<file path="config.mk">
export PLATFORM = sky130hd
export DESIGN_NAME = loop_stream_dma
export DESIGN_NICKNAME = d
export VERILOG_FILES = /design/src/rtl/loop_stream_dma.sv
export SDC_FILE = /design/constraint.sdc
export NUM_CORES = 1
export LEC_CHECK = 0
export BUFFER_PORTS_ARGS = -buffer_cell sky130_fd_sc_hd__clkbuf_2
export CAP_MARGIN = 20
export CORE_MARGIN = 2
export CORE_UTILIZATION = 24
export DETAILED_ROUTE_END_ITERATION = 7
export GPL_TIMING_DRIVEN = 0
export PLACE_DENSITY_LB_ADDON = 0.08
export SYNTH_ARGS = -nofsm -noshare
export SYNTH_HDL_FRONTEND = slang
export SYNTH_SLANG_ARGS = --single-unit
</file>
<file path="constraint.sdc">
create_clock -name clk -period 3.4 [get_ports clk]
set_input_delay 0 -clock clk [delete_from_list [all_inputs] [get_ports clk]]
set_output_delay 0 -clock clk [all_outputs]
set_load 0.05 [all_outputs]
</file>
<file path="src/rtl/loop_stream_dma.sv">
module loop_stream_dma #(
  parameter int ADDR_W = 32,
  parameter int DATA_W = 32,
  parameter int LEN_W  = 16
) (
  input  logic              clk,
  input  logic              rst_n,
  input  logic              reg_we,
  input  logic [1:0]        reg_sel,
  input  logic [31:0]       reg_wdata,
  output logic [31:0]       reg_rdata,
  output logic              mem_req,
  output logic              mem_we,
  output logic [ADDR_W-1:0] mem_addr,
  output logic [DATA_W-1:0] mem_wdata,
  input  logic              mem_ready,
  input  logic [DATA_W-1:0] mem_rdata,
  output logic              lp_rd_valid,
  output logic [DATA_W-1:0] lp_rd_data,
  input  logic              lp_wr_valid,
  input  logic [DATA_W-1:0] lp_wr_data,
  output logic              lp_wr_ready,
  input  logic              lp_step,
  output logic              irq
);
  localparam logic [ADDR_W-1:0] STEP = ADDR_W'(4);
  localparam logic [LEN_W-1:0]  ONE  = LEN_W'(1);
  localparam logic [1:0] SEL_BASE = 2'd0, SEL_LEN = 2'd1, SEL_CTRL = 2'd2, SEL_STAT = 2'd3;

  logic [ADDR_W-1:0] base_q, addr_q;
  logic [LEN_W-1:0]  len_q, rem_q;
  logic dir_q, wr_q, blk_q, busy_q, done_q, pend_q, rdv_q;

  wire idle_wr = reg_we & ~busy_q;
  wire start   = idle_wr & (reg_sel == SEL_CTRL) & reg_wdata[0];
  wire clr     = reg_we & (reg_sel == SEL_STAT) & reg_wdata[1];
  wire gate    = wr_q ? lp_wr_valid : 1'b1;
  wire accept  = mem_req & mem_ready;
  wire last    = accept & (rem_q == ONE);

  assign mem_req     = busy_q & gate & (blk_q | pend_q);
  assign mem_we      = wr_q;
  assign mem_addr    = addr_q;
  assign mem_wdata   = lp_wr_data;
  assign lp_wr_ready = accept & wr_q;
  assign lp_rd_valid = rdv_q;
  assign lp_rd_data  = mem_rdata;
  assign irq         = done_q;

  always_comb begin
    case (reg_sel)
      SEL_BASE: reg_rdata = 32'(base_q);
      SEL_LEN:  reg_rdata = 32'(len_q);
      SEL_CTRL: reg_rdata = {28'd0, blk_q, wr_q, dir_q, busy_q};
      default:  reg_rdata = (32'(rem_q) << 16) | {30'd0, done_q, busy_q};
    endcase
  end

  always_ff @(posedge clk or negedge rst_n) begin
    if (!rst_n) begin
      base_q <= '0;
      len_q  <= '0;
      dir_q  <= 1'b0;
      wr_q   <= 1'b0;
      blk_q  <= 1'b0;
    end else if (idle_wr) begin
      if (reg_sel == SEL_BASE) base_q <= reg_wdata[ADDR_W-1:0];
      if (reg_sel == SEL_LEN)  len_q  <= reg_wdata[LEN_W-1:0];
      if (reg_sel == SEL_CTRL) begin
        dir_q <= reg_wdata[1];
        wr_q  <= reg_wdata[2];
        blk_q <= reg_wdata[3];
      end
    end
  end

  always_ff @(posedge clk or negedge rst_n) begin
    if (!rst_n) begin
      busy_q <= 1'b0;
      done_q <= 1'b0;
      addr_q <= '0;
      rem_q  <= '0;
      pend_q <= 1'b0;
      rdv_q  <= 1'b0;
    end else begin
      rdv_q <= accept & ~wr_q;
      if (start) begin
        busy_q <= (len_q != '0);
        done_q <= (len_q == '0);
        addr_q <= base_q;
        rem_q  <= len_q;
        pend_q <= 1'b0;
      end else begin
        if (last) busy_q <= 1'b0;
        if (last) done_q <= 1'b1;
        else if (clr) done_q <= 1'b0;
        if (accept) begin
          addr_q <= dir_q ? addr_q - STEP : addr_q + STEP;
          rem_q  <= rem_q - ONE;
        end
        if (lp_step & busy_q & ~blk_q) pend_q <= 1'b1;
        else if (accept) pend_q <= 1'b0;
      end
    end
  end

  a_r3_block_step: assert property (@(posedge clk) disable iff (!rst_n)
    (blk_q & accept & ~last) |=>
      (mem_addr == ($past(dir_q) ? $past(mem_addr) - STEP : $past(mem_addr) + STEP)));

  a_r7_stall_hold: assert property (@(posedge clk) disable iff (!rst_n)
    (mem_req & ~mem_ready & ~start) |=> ($stable(mem_addr) && $stable(rem_q)));

  a_r8_irq_sticky: assert property (@(posedge clk) disable iff (!rst_n)
    (irq & ~clr & ~start) |=> irq);

  a_r9_zero_len: assert property (@(posedge clk) disable iff (!rst_n)
    (start & (len_q == '0)) |=> (irq && !mem_req));

  a_r10_len_locked: assert property (@(posedge clk) disable iff (!rst_n)
    busy_q |=> $stable(len_q));

  a_r6_single_paced: assert property (@(posedge clk) disable iff (!rst_n)
    (~blk_q & accept) |=> (!mem_req || $past(lp_step)));

  a_r12_read_forward: assert property (@(posedge clk) disable iff (!rst_n)
    (accept & ~mem_we) |=> lp_rd_valid);
endmodule

</file>
== After elaboration in Yosys (flattened, before gate mapping) ==
Cells that the tools add are included.
Storage, ports and cells
  logic and storage cells: 61
  input port bits: 104
  register bits: 103
  output and inout bits: 133
Operators by class
  add/sub/neg operators: 3
  multiplexer cells: 15
  reductions and logical operators: 10
  bitwise logic cells: 18
  eq/ne operators: 4
Operator list (count)
  2-to-1 mux 32 bit: 3
  one-hot mux 32 bit (3 select lines): 1
  adder 32 x 3 -> 32 bit, second input constant: 1
  2-to-1 mux 16 bit: 2
  OR 32 x 2 -> 32 bit: 1
  subtractor 32 x 3 -> 32 bit, second input constant: 1
  equality test 16 x 1 -> 1 bit, second input constant: 1
  zero test 16 bit: 1
  nonzero test 16 bit: 1
  subtractor 16 x 1 -> 16 bit, second input constant: 1
  AND 1 bit: 13
  2-to-1 mux 1 bit: 9
  AND reduction 2 bit: 3
  nonzero test 3 bit: 2
  equality test 2 bit, second input constant: 2
  nonzero test 2 bit: 2
  NOT 1 bit: 3
  equality test 2 x 1 -> 1 bit, second input constant: 1
  zero test 2 bit: 1
  OR 1 bit: 1

== Longest topological paths before layout ==
Gate-level depths: netlist of the first run.
  depth in word-level cells: 7
  depth in mapped cells: 12
  mapped depth without buffers: 11

== Worst setup path after synthesis of the first run ==
No wires, ideal clock.
  path type: register -> register
  start: reg dir_q
  end: reg addr_q[30], in the netlist mem_addr[30]
  slack: -0.118 ns
  required time: 3.271 ns
  period minus slack after synthesis: 3.518 ns
  stages on the path, launching flop included: 12
  arrival time: 3.389 ns
  path buffers: 0
  setup time: 0.129 ns
  cells stage by stage: dfrtp_1 > ha_1 > a21oi_1 > and4b_1 > o311a_1 > o31a_1 > o221ai_2 > o311ai_2 > a221o_1 > a21boi_2 > mux2i_1 > o21ai_1
Between the ends
  cells in the longest elaborated chain, start to end: 3
RTL lines
  start: declaration: line 32  | logic dir_q, wr_q, blk_q, busy_q, done_q, pend_q, rdv_q;
  start signal: assignment: line 70  | dir_q <= reg_wdata[1];
  2-to-1 mux 32 bit: line 98  | addr_q <= dir_q ? addr_q - STEP : addr_q + STEP;
  2-to-1 mux 32 bit: line 97  | if (accept) begin
  2-to-1 mux 32 bit: line 87  | if (start) begin
  end signal: assignment: line 90  | addr_q <= base_q;
  end signal: assignment: line 98
  end: declaration: line 30  | logic [ADDR_W-1:0] base_q, addr_q;
Every way passes these cells. The select of a mux whose other input is x is not followed.
A chain may end at the register's enable or synchronous reset.

== Final worst setup path of the first run ==
Ends and elaborated chain as after synthesis.

==> results of run 1 <==
==> worst min path at each step <==
stage | start | endpoint | slack (ps) | depth (start not counted)
final | reg_sel[0] | blk_q | 70 | 3
after global routing | reg_sel[1] | len_q[1] | 80 | 3
after CTS | reg_sel[0] | blk_q | 50 | 4
after detailed placement | rst_n | mem_addr[6] | -80 | 1
after global placement | reg_wdata[16] | base_q[16] | 240 | 2
after floorplan | rst_n | base_q[0] | -300 | 0
==> area by class of cell <==
type	instances	area, sq um
timing repair buffer	216	1314
clock inverter	7	80.08
buffer	94	593.1
inverter	14	52.55
clock buffer	9	225.2
multi-input combinational	461	3438
tap	341	426.7
fill	2887	18310
sequential	103	2582
==> synth_stat cells (8+ instances only) <==
library cell,count
a21oi_1,32
xnor2_1,11
xor2_1,12
a22o_1,16
nor3_1,10
ha_1,30
nor2_1,39
clkbuf_1,27
o21ai_0,47
o311ai_0,8
a21o_1,10
dfrtp_1,103
nand2_1,52
mux2i_1,18
a22oi_1,23
inv_1,14
mux2_2,51
buf_4,64
==> worst max-delay path, cell delays in order (launching register included) <==
cell	delay, ps
dfrtp_4	530
fa_2	390
a21oi_4	180
and4b_1	240
o311a_1	380
o31a_1	310
o221ai_4	200
o311ai_4	150
a221o_1	370
a21boi_2	170
mux2i_1	190
o21ai_1	70
==> per-stage QoR <==
step	TNS (ps)	setup WS, ps	std cells	total power [mW]
floorplan	0	25.77	673	6.534
global placement	-2948	-689.9	1186	8.067
detailed placement	-2731	-683.8	1187	8.035
CTS	0	7.668	1243	9.426
global route	-69.19	-56.39	1245	10.11
finish	0	67.06	1245	9.409
==> timing repair <==
action                                 in CTS  in global routing
endpoints found under the hold margin     155                  0
hold buffers                               34                  0
pin swaps                                   4                  2
setup endpoints to repair                   8                  8
buffers inserted                            6                  1
gates resized for setup                     8                  5
==> power by group <==
part / switching, mW / internal [mW]
combinational: 3.61 / 2.13
sequential: 0.725 / 1.83
clock: 0.540 / 0.584
==> layer usage <==
metal | up-vias | share of wire, %
met3 | 16 | 5.1
met2 | 206 | 47
met5 | - | 0
met4 | 0 | 1.3
met1 | 2924 | 46
li1 | 2868 | -
==> sequential cells by signal (all words and copies together), names as in the netlist <==
signal       count
mem_we           1
rem_q           16
len_q           16
irq              1
busy_q           1
blk_q            1
lp_rd_valid      1
dir_q            1
base_q          32
pend_q           1
mem_addr        32
==> logic make-up after synthesis <==
kind of cell             count (synthesis)  share of synthesized area, %
AO/OA/AOI/OAI                          186                         19.54
multiplexers                            70                         11.76
buffers and inverters                  109                         9.828
adder cells (fa/ha/maj)                 31                         5.984
XOR/XNOR                                23                         3.049
flip-flops                             103                         39.01
AND/OR/NAND/NOR                        151                         10.83
==> impl_metrics.json, run 1 <==
{
  "synthArstFlopShare_pct": 100.0,
  "final_common_cell": "clkbuf_2",
  "use_met1_pct": 22.46,
  "grt_pass1_vias": 5679,
  "max_freq_mhz": 300.0,
  "grt_use_total_pct": 16.29,
  "rsz0062_at_grt": "yes",
  "finalSetupViolCount": 0,
  "die_y_microns": 169.9,
  "synthDistinctLibCells": 61,
  "synth_top_area_share_pct": 39.01,
  "use_met2_pct": 26.58,
  "grt_util_met3_pct": 2.000,
  "yosys.area.top_type": "dfrtp_1",
  "n_antenna_cell": 0,
  "power-per-cell-area_nw_per_um2": 1080,
  "layout-drive-gt1-share_pct": 36.50,
  "clkTransAtPathRegs_ps": 70,
  "timing.final.crit_share_pct": 98.03,
  "utilization_pct": 32.24,
  "area_growth_pct": 31.85,
  "start_util_pct": 24.45,
  "relSlewSlack_pct": 44.65,
  "period_needed_ps": 3333,
  "drtPass1Iterations": 6,
  "critPathCaptureType": "flop",
  "tightest_slew_ps": 830.3,
  "post_dp_cell_area_sq_um": 7933,
  "antenna_found_initial": 0,
  "synth_nets": 808,
  "clk_latency_ps": 370,
  "dp_hpwl_mm": 17.78,
  "die-area_sq_um": 28870,
  "grt.busiest_layer": "met2",
  "coreArea_sq_um": 27030,
  "reg2reg_to": "mem_addr[30]",
  "synth-warning-count": 0,
  "vias_per_cell": 4.831,
  "start_kind": "flop",
  "layout_common_cells": "171 x clkbuf_2, 101 x dfrtp_1, 69 x buf_4, 51 x nand2_1, 51 x mux2_2",
  "netlist_top_cells_area": "dfrtp_1 39%, mux2_2 8.7%, buf_4 7.3%",
  "regToRegSetupSlack_ps": 70,
  "overflow": 0,
  "grt_max_degree": 75,
  "hold-worst-slack_ps": 66.23,
  "grt_pass1_wl_mm": 35.05,
  "final_net_count": 1034,
  "p_leak_nw": 4.160,
  "cts_sinks": 103,
  "min_path_type": "input port to flop",
  "crit_fanout": 4,
  "netlist_area_sq_um": 6608,
  "syn_avg_cell_area_sq_um": 9.818,
  "ys_seq_elements": 103,
  "drt_first_iter_violations": 285,
  "routedWlPerCell_microns": 19.15,
  "cp-endpoint": "mem_addr[30]",
  "cts_tree": "built",
  "synth_edf_count": 0,
  "seq_area_frac_synth_pct": 39.01,
  "crit_type": "flop to flop",
  "crit_start": "dir_q",
  "cts_buffer_depth": 2,
  "root_buffer": "clkbuf_16",
  "fin_area_sq_um": 8712,
  "cp.arrival_ps": 3550,
  "skew_ps": 12.28,
  "drc_errors": 0,
  "timing.rr.start": "dir_q",
  "drt_wl_total_mm": 23.84,
  "vias": 6014,
  "cts_buffers": 9,
  "port_buffers": 172,
  "synth_ff_type": "dfrtp_1",
  "finalHoldViolCount": 0,
  "drtAntennaViolNets": 0,
  "row_count": 60,
  "io-pin-count": 237,
  "cap_violations": 0,
  "gp_congestion": 0.8085,
  "slew_viol_final": 0,
  "syn_inst": 673,
  "die_w_microns": 169.9,
  "ff2ff_path_depth": 11,
  "status": "complete, no violations",
  "peakVddDrop_v": 0.0003422,
  "htreeDepth": 3,
  "cp_data_required_time_ps": 3620
}
Power figures use the tool's default switching activity.
==> run 2: changes to the inputs <==
- CORE_UTILIZATION: 24 -> 28
- CTS_CLUSTER_DIAMETER: unset -> 150
- clock period: 3.4 -> 4 ns (I/O delays scaled with it)
==> run 2 against run 1 <==
Net effect: cell area down 1.4%; routed wire length shrank 4.4%; via count is 1.2% higher; sequential power is 15% lower; register-to-register slack better by 90 ps; power decreased by 17%; sequential cell count unchanged; clock-buffer cell count up 1; largest power group unchanged; combinational power decreased by 18%; cell count is 2.2% lower; clock power decreased by 11%.
==> impl_metrics.json, run 2 (same netlist as run 1, synthesis figures left out) <==
{
  "status": "complete, no violations",
  "peakVddDrop_v": 0.0003174,
  "vias": 6089,
  "area_growth_pct": 29.96,
  "die_w_microns": 157.6,
  "max_stage_delay_ps": 590,
  "crit_chain": "fa_1 -> a21oi_1 -> and4b_1 -> o311a_1 -> o31a_1 -> o221ai_2 -> o311ai_2 -> a221o_1 -> a21boi_2 -> mux2i_1 -> o21ai_1",
  "cts_buffers": 9,
  "cts_tree": "built",
  "port_buffers": 172,
  "layout_common_cells": "171 x clkbuf_2, 102 x dfrtp_1, 64 x buf_4, 52 x nand2_1, 51 x mux2_2",
  "drt_first_iter_violations": 238,
  "p_leak_nw": 4.124,
  "drc_errors": 0,
  "grt_use_total_pct": 17.93,
  "start_kind": "flop",
  "critPathCaptureType": "flop",
  "final_cells": 1217,
  "coreArea_sq_um": 23330,
  "power-per-cell-area_nw_per_um2": 913.7,
  "cts_sinks": 103,
  "crit_start": "dir_q",
  "cp.arrival_ps": 4070,
  "io-pin-count": 237,
  "antenna_found_initial": 0,
  "p_int_mw": 3.822,
  "crit_type": "flop to flop",
  "relSlewSlack_pct": 35.90,
  "power.switching_mw": 4.024,
  "tightest_slew_ps": 958.0,
  "grt_pass1_vias": 5635,
  "min_path_type": "input port to flop",
  "final_net_count": 1028,
  "gp_congestion": 0.8819,
  "swShare_pct": 51.29,
  "clkPwrFrac_pct": 12.8,
  "n_antenna_cell": 0,
  "timing.final.crit_share_pct": 96.05,
  "vias_per_cell": 5.003,
  "crit_fanout": 17,
  "pwr-share-comb_pct": 59.5,
  "finalPower_mw": 7.846,
  "grt_max_degree": 104,
  "grt_pass1_wl_mm": 33.13,
  "dp_cells": 1165,
  "min-delay-start": "reg_sel[0]",
  "cp_data_required_time_ps": 4230,
  "row_count": 56,
  "timing.rr.start": "dir_q",
  "finalSetupViolCount": 0,
  "drtPass1Iterations": 4,
  "drt_wl_total_mm": 22.78,
  "cap_violations": 0,
  "slew_viol_final": 0,
  "htreeDepth": 3,
  "period_needed_ps": 3842,
  "finalHoldViolCount": 0,
  "crit_family": "compound AO/OA/AOI/OAI gates",
  "die_y_microns": 157.6,
  "cts_buffer_depth": 2,
  "root_buffer": "clkbuf_16",
  "max_freq_mhz": 260.3,
  "drtAntennaViolNets": 0,
  "dp_hpwl_mm": 17.17,
  "rsz0062_at_grt": "no",
  "cp_slowest_cell": "dfrtp_2",
  "skew_ps": 13.27,
  "die-area_sq_um": 24840,
  "overflow": 0,
  "routedWlPerCell_microns": 18.72,
  "critical_path_buf_inv_count": 0,
  "clkTransAtPathRegs_ps": 80,
  "final_common_cell": "clkbuf_2",
  "p_seq_share_pct": 27.7,
  "layout-drive-gt1-share_pct": 35.19,
  "clk_latency_ps": 370,
  "start_util_pct": 28.32,
  "cts_setup_buffers": 0
}
run 2: power groups by stage:
stage	clock (mW)	sequential, mW	combinational [mW]
after floorplan	0	2.52	3.03
after global placement	0	2.21	4.49
after detailed placement	0	2.20	4.62
after CTS	1.04	2.18	4.67
after global routing	1.08	2.25	5.08
final	1.00	2.17	4.67
run 2: per-layer routing:
metal / global-route usage (%) / vias up / share of wire (%)
met4: 5.931 / 0 / 1.6
met5: 0 / - / 0
met3: 1.889 / 19 / 4.1
li1: - / 2856 / -
met1: 24.09 / 3023 / 46
met2: 30.14 / 191 / 49
run 2: through the flow:
stage	util (%)	worst slack [ps]	hold WS, ps	TNS [ps]	area [sq um]
after floorplan	-	482.2	-295.6	0	6608
after global placement	33.72	-476.0	233.8	-1347	7868
after detailed placement	33.87	1.776	188.0	0	7904
after CTS	36.75	203.9	28.00	0	8574
after global routing	36.80	26.11	87.93	0	8587
final	36.80	158.1	39.84	0	8587
run 2: worst paths after layout:
path / depth (start not counted) / slack, ps / end
max: 11 / 160 / mem_addr[30]
min: 3 / 40 / blk_q
min reg2reg: 2 / 470 / mem_addr[1]
max reg2reg: 11 / 160 / mem_addr[30]
max in group asynchronous: 2 / 3070 / dir_q
min in group asynchronous: 2 / 290 / mem_addr[6]
run 2: repair_timing:
item	in CTS	in global routing
hold buffers	34	0
resized for setup	1	0
endpoints found under the setup margin	1	0
hold endpoints to repair	155	0
run 2: layout make-up:
type,count,area (sq um)
multi-input cells,461,3381
flip-flops and latches,103,2579
repair buffers,209,1250
fillers,2466,14750
clock inverters,6,90.09
plain buffers,95,596.8
inverters,14,52.55
well taps,319,399.1
clock buffers,10,239.0
run 2: worst min-delay path: stages:
cell and delay, ps:
clkbuf_2 110, nor3b_1 110, o21ai_0 150
